===== config.mk =====
export PLATFORM = sky130hd
export DESIGN_NAME = popTreeCounter
export DESIGN_NICKNAME = d
export VERILOG_FILES = /design/src/rtl/popc_pkg.sv /design/src/rtl/popFullAdder.sv /design/src/rtl/popGroupStage.sv /design/src/rtl/popRippleAdder.sv /design/src/rtl/popTreeCounter.sv
export SDC_FILE = /design/constraint.sdc
export NUM_CORES = 1
export LEC_CHECK = 0
export ABC_CLOCK_PERIOD_IN_PS = 1700
export BUFFER_PORTS_ARGS = -buffer_cell sky130_fd_sc_hd__buf_2
export CORE_AREA = 2 2 39 41
export DETAILED_ROUTE_END_ITERATION = 8
export DIE_AREA = 0 0 41 43
export PLACE_DENSITY = 0.38
export SLEW_MARGIN = 5
export SYNTH_ARGS = -nofsm -noshare
export SYNTH_HDL_FRONTEND = slang
export SYNTH_SLANG_ARGS = --single-unit

===== constraint.sdc =====
create_clock -name vclk -period 1.7
set_input_delay 0.085 -clock vclk [all_inputs]
set_output_delay 0.085 -clock vclk [all_outputs]
set_load 0.01 [all_outputs]

===== src/rtl/popc_pkg.sv =====
package popc_pkg;
  // Bits needed to hold a count from 0 to n inclusive.
  function automatic int countWidth(int n);
    return $clog2(n + 1);
  endfunction
endpackage


===== src/rtl/popFullAdder.sv =====
module popFullAdder (
  input  logic a,
  input  logic b,
  input  logic c,
  output logic s,
  output logic co
);
  always_comb begin
    s  = a ^ b ^ c;
    co = (a & b) | (a & c) | (b & c);
  end
endmodule


===== src/rtl/popGroupStage.sv =====
// First tree level: one full-adder cell per group of three equal-weight bits.
module popGroupStage #(
  parameter int GROUPS = 2
) (
  input  logic [3*GROUPS-1:0] triples,
  output logic [GROUPS-1:0]   sumBits,
  output logic [GROUPS-1:0]   carryBits
);
  for (genvar g = 0; g < GROUPS; g++) begin : g_cell
    popFullAdder u_fa (
      .a (triples[3*g]),
      .b (triples[3*g+1]),
      .c (triples[3*g+2]),
      .s (sumBits[g]),
      .co(carryBits[g])
    );
  end
endmodule


===== src/rtl/popRippleAdder.sv =====
// Ripple adder built only from full-adder cells.
module popRippleAdder #(
  parameter int W = 2
) (
  input  logic [W-1:0] addA,
  input  logic [W-1:0] addB,
  input  logic         carryIn,
  output logic [W-1:0] sumOut,
  output logic         carryOut
);
  logic [W:0] chain;
  assign chain[0] = carryIn;
  for (genvar i = 0; i < W; i++) begin : g_bit
    popFullAdder u_fa (
      .a (addA[i]),
      .b (addB[i]),
      .c (chain[i]),
      .s (sumOut[i]),
      .co(chain[i+1])
    );
  end
  assign carryOut = chain[W];
endmodule


===== src/rtl/popTreeCounter.sv =====
module popTreeCounter #(
  parameter int DATA_W = 7,
  localparam int CNT_W = popc_pkg::countWidth(DATA_W)
) (
  input  logic [DATA_W-1:0] dataIn,
  output logic [CNT_W-1:0]  onesCount
);
  if (DATA_W == 7) begin : g_seven
    logic [1:0] grpSum;
    logic [1:0] grpCarry;
    popGroupStage #(.GROUPS(2)) u_level1 (
      .triples  (dataIn[5:0]),
      .sumBits  (grpSum),
      .carryBits(grpCarry)
    );
    // The seventh bit has weight 1, so it enters as the carry-in.
    popRippleAdder #(.W(2)) u_merge (
      .addA    ({grpCarry[0], grpSum[0]}),
      .addB    ({grpCarry[1], grpSum[1]}),
      .carryIn (dataIn[6]),
      .sumOut  (onesCount[1:0]),
      .carryOut(onesCount[2])
    );
  end else begin : g_eight
    logic [2:0] grpSum;
    logic [2:0] grpCarry;
    logic [2:0] partial;
    popGroupStage #(.GROUPS(3)) u_level1 (
      .triples  ({1'b0, dataIn[7:0]}),
      .sumBits  (grpSum),
      .carryBits(grpCarry)
    );
    popRippleAdder #(.W(2)) u_mergeLow (
      .addA    ({grpCarry[0], grpSum[0]}),
      .addB    ({grpCarry[1], grpSum[1]}),
      .carryIn (1'b0),
      .sumOut  (partial[1:0]),
      .carryOut(partial[2])
    );
    popRippleAdder #(.W(3)) u_mergeHigh (
      .addA    (partial),
      .addB    ({1'b0, grpCarry[2], grpSum[2]}),
      .carryIn (1'b0),
      .sumOut  (onesCount[2:0]),
      .carryOut(onesCount[3])
    );
  end

  // Output-side invariants checked against the input word.
  always_comb begin
    a_r3_in_range: assert (onesCount <= CNT_W'(DATA_W));
    a_r4_parity:   assert (onesCount[0] == (^dataIn));
    a_r5_zero:     assert ((onesCount == '0) == (dataIn == '0));
    a_r6_full:     assert ((onesCount == CNT_W'(DATA_W)) == (&dataIn));
  end
endmodule


# [Yosys cells after proc, flatten, opt, wreduce, memory -nomap -nowiden]
# Index checks and enable logic that the tools add are counted.
# Widths: inputs -> output; s select.
[totals] register_bits=0 in_bits=7 wordCells=28
[op_classes] bitwise_logic=28
[op_table] op="$and 1x1->1" n=12
[op_table] op="$or 1x1->1" n=8
[op_table] op="$xor 1x1->1" n=8

# [Logic depth before layout (Yosys ltp)]
# Gate-level depths: netlist of run 1.
[logic_depth] depth_word=8 ltp_mapped=6

# [By module]
# A second synthesis of run 1 with hierarchy kept.
[unflattened] hier_cells=4 area_unflattened_um2=80.1
[by_module_without_submodules] module="popFullAdder" instances=4 cells_per_inst=1 area_each_um2=20.0 seq_area_each_um2=0.0

# [Worst setup path after synthesis of run 1]
# No wires, ideal clock.
[synth_timing] path_type="input-to-output" startpoint="input port dataIn[0]" endpoint="output port onesCount[1]" t_arrival_ps=1604 t_required_ps=1615 path_slack_ps=11 stages=6 path_cell_list="inv_1 > fa_1 > fa_1 > inv_1 > fa_1 > buf_4"
[synth_via] elab_chain_cells=6 elab_cells_between_ends=12 classes_between="bitwise: 12"
[synth_rtl] element="start: declaration" line="popTreeCounter.sv:5" text="input logic [DATA_W-1:0] dataIn,"
[synth_rtl] element="$xor 1x1->1 (2 in a row)" line="popFullAdder.sv:9" text="s = a ^ b ^ c;"
[synth_rtl] element="$and 1x1->1" line="popFullAdder.sv:10" text="co = (a & b) | (a & c) | (b & c);"
[synth_rtl] element="$or 1x1->1 (2 in a row)" line="popFullAdder.sv:10"
[synth_rtl] element="$xor 1x1->1 *" line="popFullAdder.sv:9"
[synth_rtl] element="end: declaration" line="popTreeCounter.sv:6" text="output logic [CNT_W-1:0] onesCount"
# Mark *: on every way between the ends. The rest lies on a longest branch, timed or not.

# [Final worst setup path of run 1]
[layout_timing] startpoint="input port dataIn[3]" endpoint="output port onesCount[1]"
# Same word-level chain as after synthesis.

==> run_results.csv, run 1 <==
group,metric,value,unit
finish,area_growth,47.17,%
floorplan,fp-row-count,14,
min_path,hold_class,"in2out",
setup_path,required,1.62,ns
routing,vias,104,
routing,drc,0,
floorplan,initial_core_util,0.09584,
floorplan,die_area,1763,µm²
run_status,violations,"setup timing",
setup_path,cp-start-kind,"primary input",
finish,nets,35,
setup_path,worstPathArrival,1.68,ns
pwr,vdd_ir_drop_max,0.08309,mV
routing,ant_nets,0,
setup_path,critical_path_class,"in2out",
floorplan,coreArea,1384,µm²
timing,fin_ws,-0.06489,ns
finish,nClkBuffers,0,
synth,synth_area_per_cell,8.842,µm²
floorplan,num_io_pins,10,
timing,period_needed,1.765,ns
floorplan,die_w,41,µm
timing,setup_tns,-0.06489,ns
timing,finalCritPeriodShare,1.038,
timing,rsz0062_at_grt,"true",
finish,n_sequential_cell,0,
synth,synth_cell_types,3,
routing,drt_iter0_drc,0,
finish,layout_common_cells,"buf_2 (8), inv_1 (5), inv_2 (3), fa_1 (3), buf_6 (2)",
placement,routabilityCongestion,0.5442,
synth,synth_top_area_frac,0.6038,
synth,yosys_warnings,0,
global_route,grt_overflow,0,
global_route,grt.total_usage,0.03327,
finish,seqCellArea,0,µm²
global_route,grt_pass1_vias,120,
cts,ctsHoldBuffers,0,
global_route,antenna_found_initial,0,
finish,nFillCells,165,
routing,viasPerCell,2.737,
routing,dr.pass1.iters,1,
timing,finalSetupViolations,1,
cts,postCtsSetupRepairBufs,0,
synth,synth_cells,15,
pwr,power_density,412.9,nW/µm²
floorplan,fp.dieH,43,µm
setup_path,cp_max_fo,1,
placement,numPortBuffers,10,
synth,yosysSeqAreaShare,0,
timing,hold_viol,0,
run_status,outcome,"finished, violations left",
routing,wl_per_cell,6.026,µm
timing,max_freq,0.5666,GHz
pwr,p_leak,0.1113,nW
synth,synth.area.top_cells,"fa_1 (60%), inv_1 (23%), buf_4 (17%)",
routing,detail_route.wirelength,229,µm
setup_path,endpoint_kind,"primary output",
global_route,grt_pass1_wl,434,µm
placement,dp_slack,-0.1461,ns
timing,tightestPinTransition,0.1014,ns
synth,syn_area,132.6,µm²
synth,yosysTopAreaCell,"fa_1",
flow_run,maxCapViolCount,0,
timing,slew_violations,0,
finish,antenna_cells,0,
finish,drive_above_1_share,0.6364,
finish,layout.cells.most_common,"buf_2",
finish,multi_input_area,82.58,µm²
synth,syn_nets,26,
global_route,grt_max_degree,2,
timing,slew_headroom,0.9322,
[repair_timing]
item	4_1_cts	5_1_grt
resized for setup	3	3
pin swaps	0	0
endpoints found under the setup margin	1	1
[cell families after synthesis]
group | after synthesis | synth area share
buffers and inverters | 11 | 0.3962
adders and majority gates | 4 | 0.6038
[layer usage]
metal	GRT usage	vias up	routed length, µm
met5	0	-	0
met4	0	0	0
met3	0.01047	0	66
met2	0.05625	10	86
met1	0.04235	46	76
li1	-	48	-
[cells in the mapped netlist]
| master | number |
|---|---|
| fa_1 | 4 |
| buf_4 | 3 |
| inv_1 | 8 |
[per-stage QoR]
stage                     std cells  cell area [µm²]    util  hold slack (ns)   power (W)
after floorplan                  15            132.6       -           0.5408  0.00006979
after global placement           38            180.2  0.1302           0.6660  0.00007671
after detailed placement         38            180.2  0.1302           0.6572  0.00007729
after CTS                        38            188.9  0.1365           0.6976  0.00008177
after global routing             38            195.2  0.1410           0.7303  0.00009527
final                            38            195.2  0.1410           0.6900  0.00008059
[critical path, cell delays in order]
cell	delay [ns]
buf_6	0.09
fa_1	0.54
inv_2	0.04
fa_2	0.33
inv_2	0.06
fa_1	0.39
buf_2	0.15
[final timing paths]
| check | cells past startpoint | slack (ns) | end | from |
|---|---|---|---|---|
| worst max-delay path | 7 | -0.06 | onesCount[1] | dataIn[3] |
| worst min-delay path | 5 | 0.69 | onesCount[0] | dataIn[6] |
[cell type report]
cell class / count / area share
timing repair buffer: 10 / 0.3205
inverter: 8 / 0.1538
tap: 16 / 0.1026
multi-input combinational: 4 / 0.4231
[report_power, final]
group          leakage, nW  switching, W  internal [W]
clock                    0             0             0
combinational        0.111     0.0000420     0.0000385
sequential               0             0             0
total                0.111     0.0000420     0.0000385
(Power assumes the default switching activity.)
==> run 2: changes to the inputs <==
--- a/config.mk
+++ b/config.mk
@@ -5,12 +5,11 @@
 export SDC_FILE = /design/constraint.sdc
 export NUM_CORES = 1
 export LEC_CHECK = 0
-export ABC_CLOCK_PERIOD_IN_PS = 1700
 export BUFFER_PORTS_ARGS = -buffer_cell sky130_fd_sc_hd__buf_2
 export CORE_AREA = 2 2 39 41
 export DETAILED_ROUTE_END_ITERATION = 8
 export DIE_AREA = 0 0 41 43
-export PLACE_DENSITY = 0.38
+export PLACE_DENSITY_LB_ADDON = 0.05
 export SLEW_MARGIN = 5
 export SYNTH_ARGS = -nofsm -noshare
 export SYNTH_HDL_FRONTEND = slang
==> run 2 against run 1 <==
  * Non-clock buffer count did not move
  * Final area unchanged
  * Via count is 7.7% lower
  * Critical path type unchanged
  * Sequential share of layout area stayed put
  * Largest power group unchanged
  * The flow still finishes with violations (setup timing)
  * Critical path depth unchanged
  * Fmax grew 0.21%
  * Highest routed layer unchanged
  * Power decreased by 1.1%
==> run_results.csv, run 2 (synthesis gave the netlist of run 1 again) <==
group,metric,value,unit
routing,vias,96,
routing,drt_iter0_drc,0,
timing,finalCritPeriodShare,1.036,
cts,ctsHoldBuffers,0,
timing,tightestPinTransition,0.09872,ns
timing,slew_headroom,0.9341,
setup_path,critical_path_class,"in2out",
placement,dp.cells,38,
routing,detail_route.wirelength,196,µm
global_route,grtUsageMet1,0.03896,
finish,final_cells,38,
flow_run,maxCapViolCount,0,
setup_path,cp_max_fo,1,
global_route,grt_pass1_wl,338,µm
min_path,hp-start,"dataIn[6]",
floorplan,coreArea,1384,µm²
setup_path,crit_path_top_delay_cell,"fa_1",
global_route,grt_overflow,0,
finish,n_sequential_cell,0,
floorplan,fp-row-count,14,
finish,area_growth,47.17,%
finish,antenna_cells,0,
setup_path,worstPathArrival,1.68,ns
global_route,busiest_layer,"met2",
routing,drc,0,
timing,finalSetupViolations,1,
routing,ant_nets,0,
pwr,p_leak,0.1113,nW
placement,dpl-instance-area,180.2,µm²
min_path,hold_path_depth,5,
setup_path,endpoint_kind,"primary output",
pwr,fin_total_pwr,0.00007973,W
finish,nets,35,
setup_path,cp-start-kind,"primary input",
timing,slew_violations,0,
routing,viasPerCell,2.526,
routing,wl_per_cell,5.158,µm
finish,seqCellArea,0,µm²
min_path,hold_class,"in2out",
floorplan,die_w,41,µm
floorplan,fp.dieH,43,µm
setup_path,required,1.62,ns
run_status,outcome,"finished, violations left",
finish,nClkBuffers,0,
global_route,grtUsageMet3,0,
run_status,violations,"setup timing",
finish,layout_common_cells,"buf_2 (8), inv_1 (5), inv_2 (3), fa_1 (3), buf_6 (2)",
routing,dr.pass1.iters,1,
global_route,grt.total_usage,0.02618,
finish,utilization,0.1410,
pwr,vdd_ir_drop_max,0.1497,mV
finish,layout.cells.most_common,"buf_2",
floorplan,num_io_pins,10,
timing,fin_ws,-0.06118,ns
floorplan,initial_core_util,0.09584,
timing,period_needed,1.761,ns
setup_path,path_cells,"buf_6, fa_1, inv_1, fa_2, inv_2, fa_1, buf_2",
placement,numPortBuffers,10,
global_route,antenna_found_initial,0,
timing,rsz0062_at_grt,"true",
floorplan,die_area,1763,µm²
global_route,use_met2,0.04375,
finish,drive_above_1_share,0.6364,
setup_path,timing.critical_path.mode_cell,"fa_1",
global_route,grt_pass1_vias,80,
min_path,whs_endpoint,"onesCount[0]",
setup_path,cp.buffers_inverters,4,
finish,nFillCells,167,
setup_path,crit_family,"adder cells",
pwr,power_density,408.5,nW/µm²
placement,routabilityCongestion,0.5497,
timing,max_freq,0.5678,GHz
setup_path,cpPeakStageDelay,0.52,ns
finish,stdcell_area,195.2,µm²
placement,dpl.hpwl,200.5,µm
finish,multi_input_area,82.58,µm²
global_route,grt_max_degree,2,
cts,postCtsSetupRepairBufs,0,
timing,hold_viol,0,
run 2: worst max path at each step:
stage                          from      endpoint  slack [ns]  cells after the start
after floorplan           dataIn[0]  onesCount[1]        0.01                      6
after global placement    dataIn[3]  onesCount[1]       -0.15                      7
after detailed placement  dataIn[3]  onesCount[1]       -0.13                      7
after CTS                 dataIn[3]  onesCount[1]       -0.08                      7
after global routing      dataIn[3]  onesCount[1]       -0.13                      7
final                     dataIn[3]  onesCount[1]       -0.06                      7
run 2: per-layer routing:
layer | vias to the layer above | wire [µm]
li1 | 48 | -
met1 | 44 | 64
met2 | 4 | 112
met4 | 0 | 0
met5 | - | 0
met3 | 0 | 20
run 2: power by group:
part	internal (W)	switching, W	leakage [nW]	total, W
logic	0.0000389	0.0000408	0.111	0.0000797
registers	0	0	0	0
clock network	0	0	0	0
total	0.0000389	0.0000408	0.111	0.0000797
run 2: layout make-up:
class / instances / area share
multi-input cells: 4 / 0.4231
repair buffers: 10 / 0.3205
inverters: 8 / 0.1538
well taps: 16 / 0.1026
run 2: repair_timing:
item                                    CTS  global route
endpoints found under the setup margin    1             2
endpoints found under the hold margin     0             0
pin swaps                                 2             1
resized for setup                         3             3
run 2: stage by stage:
stage / setup slack, ns / hold slack (ns) / TNS, ns
after global routing: -0.1261 / 0.7427 / -0.1261
after floorplan: 0.01103 / 0.5408 / 0
final: -0.06118 / 0.6887 / -0.06118
after detailed placement: -0.1251 / 0.6547 / -0.1251
after global placement: -0.1508 / 0.6469 / -0.1508
after CTS: -0.07542 / 0.6961 / -0.07542
==> run 3: changes to the inputs <==
--- a/config.mk
+++ b/config.mk
@@ -5,11 +5,12 @@
 export SDC_FILE = /design/constraint.sdc
 export NUM_CORES = 1
 export LEC_CHECK = 0
-export BUFFER_PORTS_ARGS = -buffer_cell sky130_fd_sc_hd__buf_2
+export BUFFER_PORTS_ARGS = -buffer_cell sky130_fd_sc_hd__buf_4
 export CORE_AREA = 2 2 39 41
 export DETAILED_ROUTE_END_ITERATION = 8
 export DIE_AREA = 0 0 41 43
 export PLACE_DENSITY_LB_ADDON = 0.05
+export REMOVE_ABC_BUFFERS = 1
 export SLEW_MARGIN = 5
 export SYNTH_ARGS = -nofsm -noshare
 export SYNTH_HDL_FRONTEND = slang
==> run 3 against run 2 <==
  * The run still ends with setup timing left
  * Global-route usage fell by 0.10 points
  * Largest power group unchanged
  * Cell count did not move
  * Power rose by 27%
  * Flip-flop and latch count did not move
  * Utilization rose by 1.4 points
  * Critical endpoint unchanged
  * Routed wire length rose by 7.1%
  * Setup slack got worse by 0.028 ns
  * Hold slack got worse by 0.0011 ns
  * Sequential share of layout area did not move
  * Count of clock-buffer cells in the layout did not move
  * Final area rose by 10%
  * Combinational power rose by 28%
==> run_results.csv, run 3 (synthesis gave the netlist of run 1 again) <==
group,metric,value,unit
routing,viasPerCell,2.632,
global_route,grt_pass1_wl,338,µm
routing,drt_iter0_drc,0,
run_status,outcome,"finished, violations left",
finish,multi_input_area,82.58,µm²
global_route,grt_overflow,0,
routing,dr.pass1.iters,1,
cts,postCtsSetupRepairBufs,0,
setup_path,worstPathArrival,1.70,ns
global_route,grt_max_degree,2,
finish,nets,35,
global_route,grt_pass1_vias,99,
routing,detail_route.wirelength,210,µm
timing,max_freq,0.5588,GHz
finish,antenna_cells,0,
floorplan,fp-row-count,14,
flow_run,maxCapViolCount,0,
placement,numPortBuffers,10,
global_route,grt.total_usage,0.02518,
finish,utilization,0.1555,
finish,nFillCells,159,
timing,setup_tns,-0.08947,ns
timing,hold_viol,0,
placement,dpl.hpwl,202,µm
floorplan,num_io_pins,10,
pwr,vdd_ir_drop_max,0.1163,mV
setup_path,cp-start-kind,"primary input",
timing,slew_violations,0,
timing,slew_headroom,0.9337,
pwr,p_leak,0.1183,nW
finish,nClkBuffers,0,
floorplan,die_area,1763,µm²
timing,tightestPinTransition,0.09926,ns
placement,routabilityCongestion,0.5347,
routing,wl_per_cell,5.526,µm
finish,seqCellArea,0,µm²
floorplan,initial_core_util,0.09584,
timing,finalCritPeriodShare,1.053,
finish,area_growth,62.26,%
cts,ctsHoldBuffers,0,
run_status,violations,"setup timing",
floorplan,fp.dieH,43,µm
setup_path,critical_path_class,"in2out",
min_path,hold_class,"in2out",
setup_path,required,1.62,ns
routing,vias,100,
setup_path,cp_max_fo,1,
pwr,power_density,472.1,nW/µm²
finish,n_sequential_cell,0,
finish,layout.cells.most_common,"buf_4",
timing,hold_slack,0.6876,ns
floorplan,die_w,41,µm
routing,drc,0,
floorplan,coreArea,1384,µm²
routing,ant_nets,0,
timing,fin_ws,-0.08947,ns
finish,drive_above_1_share,0.6364,
timing,finalSetupViolations,1,
global_route,antenna_found_initial,0,
finish,layout_common_cells,"buf_4 (8), inv_1 (5), inv_2 (3), fa_1 (3), buf_6 (2)",
timing,period_needed,1.789,ns
timing,rsz0062_at_grt,"true",
setup_path,endpoint_kind,"primary output",
-- run 3: stage by stage --
stage | cells | instance area [µm²] | setup WS, ns | power [W]
floorplan | 12 | 110.1 | 0.1080 | 0.00004631
global placement | 38 | 205.2 | -0.1608 | 0.00009209
detailed placement | 38 | 205.2 | -0.1342 | 0.00009056
CTS | 38 | 215.2 | -0.09793 | 0.0001033
global route | 38 | 215.2 | -0.1551 | 0.0001156
finish | 38 | 215.2 | -0.08947 | 0.0001016
-- run 3: final timing paths --
kind | startpoint | to | slack (ns) | cells after the start
worst max-delay path | dataIn[3] | onesCount[1] | -0.09 | 7
worst min-delay path | dataIn[3] | onesCount[2] | 0.69 | 4
-- run 3: where the power goes --
group / switching (W) / leakage (nW) / internal (W) / total, W
Clock: 0 / 0 / 0 / 0
Sequential: 0 / 0 / 0 / 0
Combinational: 0.0000437 / 0.118 / 0.0000579 / 0.000102
Total: 0.0000437 / 0.118 / 0.0000579 / 0.000102
-- run 3: critical path: stages --
cell   delay, ns
buf_6       0.09
fa_1        0.52
inv_1       0.05
fa_2        0.33
inv_2       0.06
fa_1        0.43
buf_6       0.14
-- run 3: cell type report --
cell class | count | area share
multi-input cells | 4 | 0.3837
repair buffers | 10 | 0.3837
inverters | 8 | 0.1395
well taps | 16 | 0.09302
-- run 3: layer usage --
metal	up-vias	global-route usage	part of all wire
met3	0	0	0.086
met1	48	0.03247	0.32
met4	0	0	0
met2	4	0.04688	0.59
met5	-	0	0
li1	48	-	-
-- run 3: what timing repair did --
item,in CTS,in global routing
endpoints found under the setup margin,1,1
pin swaps,2,0
gates resized for setup,4,2
